**config.mk**
```make
export PLATFORM = sky130hd
export DESIGN_NAME = hbridge_pwm
export DESIGN_NICKNAME = d
export VERILOG_FILES = /design/src/rtl/hb_pwm_pkg.sv /design/src/rtl/hb_pwm_ctrl.sv /design/src/rtl/hb_pwm_thresh.sv /design/src/rtl/hb_pwm_datapath.sv /design/src/rtl/hbridge_pwm.sv
export SDC_FILE = /design/constraint.sdc
export NUM_CORES = 1
export LEC_CHECK = 0
export CORE_MARGIN = 2
export CORE_UTILIZATION = 30
export CTS_CLUSTER_DIAMETER = 60
export DETAILED_ROUTE_END_ITERATION = 10
export GPL_TIMING_DRIVEN = 0
export SLEW_MARGIN = 20
export SYNTH_ARGS = -nofsm -noshare
export SYNTH_HDL_FRONTEND = slang
export SYNTH_HIERARCHICAL = 1
export SYNTH_SLANG_ARGS = --single-unit
```
**constraint.sdc**
```tcl
create_clock -name clk -period 17 [get_ports clk]
set_input_delay 3.4 -clock clk [delete_from_list [all_inputs] [get_ports clk]]
set_output_delay 3.4 -clock clk [all_outputs]
set_load 0.02 [all_outputs]
```
**src/rtl/hb_pwm_pkg.sv**
```systemverilog
package hb_pwm_pkg;

  // Strobes from the control section to the datapath.
  typedef struct packed {
    logic clear;  // synchronous reset of all datapath state
    logic load;   // period wrap: take a new command
  } pwm_strobe_t;

endpackage

```
**src/rtl/hb_pwm_ctrl.sv**
```systemverilog
module hb_pwm_ctrl
  import hb_pwm_pkg::*;
#(
  parameter int PERIOD = 2500,
  parameter int CNT_W  = 12
) (
  input  logic             clk,
  input  logic             rst,
  output logic [CNT_W-1:0] cnt,
  output pwm_strobe_t      strb
);

  localparam logic [CNT_W-1:0] LAST_IDX = CNT_W'(PERIOD - 1);

  logic atLast;

  assign atLast     = (cnt == LAST_IDX);
  assign strb.load  = atLast;
  assign strb.clear = rst;

  always_ff @(posedge clk) begin
    if (rst)         cnt <= '0;
    else if (atLast) cnt <= '0;
    else             cnt <= cnt + CNT_W'(1);
  end

  // the counter never leaves its range
  a_r1_cnt_range: assert property (@(posedge clk) disable iff (rst)
    cnt <= LAST_IDX);

  // the last index is followed by zero
  a_r1_wrap: assert property (@(posedge clk) disable iff (rst)
    (cnt == LAST_IDX) |=> (cnt == '0));

  // otherwise the counter advances by one
  a_r1_step: assert property (@(posedge clk) disable iff (rst)
    (cnt != LAST_IDX) |=> (cnt == $past(cnt) + CNT_W'(1)));

endmodule

```
**src/rtl/hb_pwm_thresh.sv**
```systemverilog
module hb_pwm_thresh #(
  parameter int DUTY_W  = 8,
  parameter int PERIOD  = 2500,
  parameter int MIN_OFF = 300,
  parameter int CNT_W   = 12
) (
  input  logic [DUTY_W-1:0] duty,
  output logic [CNT_W-1:0]  rawThr,
  output logic [CNT_W-1:0]  effThr
);

  localparam int PROD_W = DUTY_W + CNT_W;
  localparam logic [CNT_W-1:0] MAX_HI = CNT_W'(PERIOD - MIN_OFF);

  logic [PROD_W-1:0] prod;

  // duty * PERIOD / 2^DUTY_W, truncated
  assign prod   = PROD_W'(duty) * PROD_W'(PERIOD);
  assign rawThr = prod[PROD_W-1:DUTY_W];
  assign effThr = (rawThr > MAX_HI) ? MAX_HI : rawThr;

  // the clamped threshold never exceeds the raw one or the cap
  always_comb begin
    a_r2_clamp_bound: assert (effThr <= MAX_HI && effThr <= rawThr);
  end

endmodule

```
**src/rtl/hb_pwm_datapath.sv**
```systemverilog
module hb_pwm_datapath
  import hb_pwm_pkg::*;
#(
  parameter int DUTY_W  = 8,
  parameter int PERIOD  = 2500,
  parameter int MIN_OFF = 300,
  parameter int CNT_W   = 12
) (
  input  logic              clk,
  input  pwm_strobe_t       strb,
  input  logic [CNT_W-1:0]  cnt,
  input  logic [DUTY_W-1:0] dutyIn,
  input  logic              dirRev,
  output logic              ina,
  output logic              inb,
  output logic              pwmOut
);

  localparam logic [CNT_W-1:0] MAX_HI = CNT_W'(PERIOD - MIN_OFF);

  logic [DUTY_W-1:0] dutyQ;
  logic              dirQ;
  logic [CNT_W-1:0]  thrQ;
  logic              pwmQ;
  logic [CNT_W-1:0]  rawNew;
  logic [CNT_W-1:0]  thrNew;
  logic [CNT_W-1:0]  cntNext;
  logic              pwmNext;

  hb_pwm_thresh #(
    .DUTY_W (DUTY_W),
    .PERIOD (PERIOD),
    .MIN_OFF(MIN_OFF),
    .CNT_W  (CNT_W)
  ) u_thresh (
    .duty  (dutyIn),
    .rawThr(rawNew),
    .effThr(thrNew)
  );

  assign cntNext = cnt + CNT_W'(1);

  // The output is registered in step with the counter: it is high on
  // the cycle where the counter holds k exactly when k < threshold.
  always_comb begin
    if (strb.load) pwmNext = (thrNew != '0);
    else           pwmNext = (cntNext < thrQ);
  end

  always_ff @(posedge clk) begin
    if (strb.clear) begin
      dutyQ <= '0;
      dirQ  <= 1'b0;
      thrQ  <= '0;
      pwmQ  <= 1'b0;
    end else begin
      if (strb.load) begin
        dutyQ <= dutyIn;
        dirQ  <= dirRev;
        thrQ  <= thrNew;
      end
      pwmQ <= pwmNext;
    end
  end

  assign pwmOut = pwmQ;
  assign ina    = ~dirQ;
  assign inb    = dirQ;

  // the tail of every period is low
  a_r3_min_off: assert property (@(posedge clk) disable iff (strb.clear)
    (cnt >= MAX_HI) |-> !pwmOut);

  // once low inside a period, the output stays low until the wrap
  a_r4_single_run: assert property (@(posedge clk) disable iff (strb.clear)
    (!pwmOut && cnt != CNT_W'(PERIOD - 1)) |=> !pwmOut);

  // a stored zero duty gives no high cycle
  a_r6_zero_low: assert property (@(posedge clk) disable iff (strb.clear)
    (dutyQ == '0) |-> !pwmOut);

  // the command registers change only at a wrap
  a_r7_hold: assert property (@(posedge clk) disable iff (strb.clear)
    !strb.load |=> ($stable(dutyQ) && $stable(dirQ) && $stable(thrQ)));

  // the cycle after a reset edge is low and forward
  a_r8_reset_state: assert property (@(posedge clk)
    $past(strb.clear) |-> (!pwmOut && ina && !inb));

endmodule

```
**src/rtl/hbridge_pwm.sv**
```systemverilog
module hbridge_pwm
  import hb_pwm_pkg::*;
#(
  parameter int CLK_HZ     = 50_000_000,
  parameter int PWM_HZ     = 20_000,
  parameter int MIN_OFF_NS = 6_000,
  parameter int DUTY_W     = 8
) (
  input  logic              clk,
  input  logic              rst,
  input  logic [DUTY_W-1:0] dutyIn,
  input  logic              dirRev,
  output logic              ina,
  output logic              inb,
  output logic              pwmOut
);

  localparam int PERIOD  = CLK_HZ / PWM_HZ;
  localparam int MIN_OFF = ((CLK_HZ / 1000) * MIN_OFF_NS) / 1_000_000;
  localparam int CNT_W   = $clog2(PERIOD);

  logic [CNT_W-1:0] cnt;
  pwm_strobe_t      strb;

  hb_pwm_ctrl #(
    .PERIOD(PERIOD),
    .CNT_W (CNT_W)
  ) u_ctrl (
    .clk (clk),
    .rst (rst),
    .cnt (cnt),
    .strb(strb)
  );

  hb_pwm_datapath #(
    .DUTY_W (DUTY_W),
    .PERIOD (PERIOD),
    .MIN_OFF(MIN_OFF),
    .CNT_W  (CNT_W)
  ) u_dp (
    .clk   (clk),
    .strb  (strb),
    .cnt   (cnt),
    .dutyIn(dutyIn),
    .dirRev(dirRev),
    .ina   (ina),
    .inb   (inb),
    .pwmOut(pwmOut)
  );

endmodule

```
==> flow_summary_export.csv <==
group,metric,value,unit
setup_path,required,17.17,ns
layout,layout_commonest_cell,"ha_1",
placed_design,io_buffer_count,13,
die,placeableCoreArea,9240,sq um
layout,drive_above_1_share,5.71,%
cts,worstSkewPairLatency,0.27,ns
logic_synthesis,netlist_area,2860,sq um
setup_path,critPathLaunchType,"input pin",
cts,hold_buffers,0,
setup_path,critPathKind,"input pin to register",
cts,cts.path.max_buffers,2,
setup_path,cp-end-kind,"register",
placed_design,place.gp.congestion,0.841,
routing,postRouteAntennaNets,0,
global_routing,grt_overflow,0,
cts,cts_max_level,1,
power_and_ir_drop,finalPower,0.000272,W
power_and_ir_drop,pwr_density_cell,84.7,nW/um^2
setup_path,crit_arrival,8.53,ns
sta,hold_viol_final,0,
sta,fin_ws,8.63,ns
cts,cts_sinks,26,
routing,wl_per_cell,12.0,um
placed_design,preCtsSetupSlack,8.31,ns
die,pin_count,14,
sta,slew_headroom,68.8,%
routing,viasPerCell,4.92,
cts,path_clk_slew,0.09,ns
global_routing,track_usage,11.8,%
die,dieArea,10300,sq um
routing,first_pass_iters,4,
layout,areaGrowthSynthToFinish,12.1,%
sta,skew,0.00352,ns
logic_synthesis,syn_area_per_cell,8.60,sq um
cts,tritoncts,"built",
logic_synthesis,synth_seq_cells,26,
worst_hold_path,hold_path_class,"register to register",
cts,cts.root.buffer_cell,"clkbuf_8",
layout,final_cell_mix,"ha_1, inv_1, nor2_1",
logic_synthesis,synth_edf_count,0,
routing,drt_iter0_drc,43,
sta,setup_tns,0,ns
die,die_y,102,um
logic_synthesis,netlist_instances,333,
setup_path,critPathMaxFanout,7,
logic_synthesis,synth_seq_area_share,18.2,%
routing,vias,2356,
cts,cts_resized,0,
routing,drcViolationCount,0,
layout,multi_input_area,2150,sq um
logic_synthesis,ys.flop_type,"dfxtp_1",
global_routing,antenna_found_initial,0,
layout,stdcell_area,3210,sq um
logic_synthesis,ys_async_sr_fraction,0,%
flow_run,maxCapViolations,0,
layout,regArea,520,sq um
die,start_util,31.0,%
layout,n_antenna_cell,0,
logic_synthesis,ys_types,51,
sta,drv_slew,0,
sta,whs,0.505,ns
die,chipWidth,102,um
status,status,"complete, no violations",
global_routing,grt_max_degree,15,
layout,final.fill_count,946,
power_and_ir_drop,leakage,1.35,nW
power_and_ir_drop,vdd_drop_max,0.0351,mV
logic_synthesis,syn_nets,407,
global_routing,grt_pass1_wl,9980,um
die,row_count,35,
placed_design,place.detailed.hpwl,4700,um
placed_design,placed_area,3150,sq um
routing,routed_wl,5750,um
sta,period_needed,8.37,ns
sta,fmax,0.119,GHz
global_routing,grt_pass1_vias,2259,
sta,tightest_slew,0.462,ns
cts,cts_setup_buffers,0,
layout,fin_nets,425,
sta,rsz0062_at_grt,"false",
logic_synthesis,yosys_warnings,6,
sta,setup_violations,0,
sta,fin_crit_sh,49.2,%
cts,numCtsBuffers,3,
[cell usage after synthesis, types with 3 or more instances]
cell      number  area, sq um
a211oi_1       3         22.5
a21oi_1       21          105
and3_1         6         37.5
buf_2          3         15.0
dfxtp_1       26          521
fa_1          12          240
ha_1          51          638
inv_1         43          161
mux2i_1       13          130
nand2_1       12         45.0
nand3_1       12         60.1
nand4_1        6         37.5
nor2_1        28          105
nor2b_1        7         43.8
nor3_1         3         15.0
nor4_1         4         25.0
o21a_1         3         22.5
o21ai_0       10         50.1
o21ai_1        5         25.0
o31ai_1        4         30.0
or3_1          7         43.8
or4_1          4         30.0
xnor2_1       12          105
xor2_1         5         43.8
[logic make-up after synthesis]
family,synth area share [%]
flip-flops,18.2
XOR/XNOR,5.20
AO/OA/AOI/OAI,15.2
buffers and inverters,6.82
multiplexers,4.55
AND/OR/NAND/NOR,19.4
adder cells (fa/ha/maj),30.7
[metrics by stage]
| step | utilization, % | cells |
|---|---|---|
| 6_report | 34.7 | 479 |
| 5_1_grt | 34.7 | 479 |
| 4_1_cts | 34.7 | 479 |
| 3_5_place_dp | 34.1 | 475 |
| 3_3_place_gp | 34.1 | 475 |
| 2_1_floorplan | - | 333 |
[worst max-delay path, stage by stage]
cell and delay [ns]:
clkdlybuf4s50_1 0.67, fa_1 0.50, fa_1 0.46, ha_1 0.28, inv_1 0.05, fa_1 0.52, inv_1 0.04, ha_1 0.27
or4_4 0.53, o21ai_2 0.14, xnor2_1 0.12, o31a_1 0.38, or3_1 0.39, nor4_1 0.29, nand3_1 0.15, a211oi_1 0.25
a211oi_1 0.08
[sequential cells by signal, indices dropped and copies added (netlist names)]
signal	flops
u_ctrl/cnt	12
u_dp/thrQ	12
u_dp/inb	1
u_dp/pwmOut	1
[routing by layer]
metal	vias to the layer above	GRT usage, %	part of all wire, %
met2	17	19.2	44
met1	1116	16.9	54
met4	0	3.43	1.1
met3	4	0.483	0.97
li1	1219	-	-
met5	-	0	0
[power by group]
| group | leakage [nW] | internal [W] | switching, W |
|---|---|---|---|
| registers | 0.210 | 0.0000618 | 0.00000192 |
| logic | 1.12 | 0.0000710 | 0.0000967 |
| clock network | 0.0288 | 0.0000207 | 0.0000197 |
[area by class of cell]
cell class,count,share of cell area (%)
Tap cell,129,5.03
Buffer,6,1.05
Inverter,43,5.03
Clock buffer,4,1.72
Sequential cell,26,16.2
Multi-Input combinational cell,258,66.9
Timing Repair Buffer,13,4.05
[worst paths after layout]
kind / start / to / slack (ns) / cells after the start
max reg2reg: u_ctrl/cnt[2]$_SDFF_PP0_ / u_dp/pwmOut$_SDFF_PP0_ / 14.38 / 9
max: dutyIn[7] / u_dp/pwmOut$_SDFF_PP0_ / 8.63 / 17
min: u_dp/thrQ[11]$_SDFFE_PP0P_ / u_dp/thrQ[11]$_SDFFE_PP0P_ / 0.50 / 2
min reg2reg: u_dp/thrQ[11]$_SDFFE_PP0P_ / u_dp/thrQ[11]$_SDFFE_PP0P_ / 0.50 / 2
Note: power is estimated with default switching activity, not from simulation.
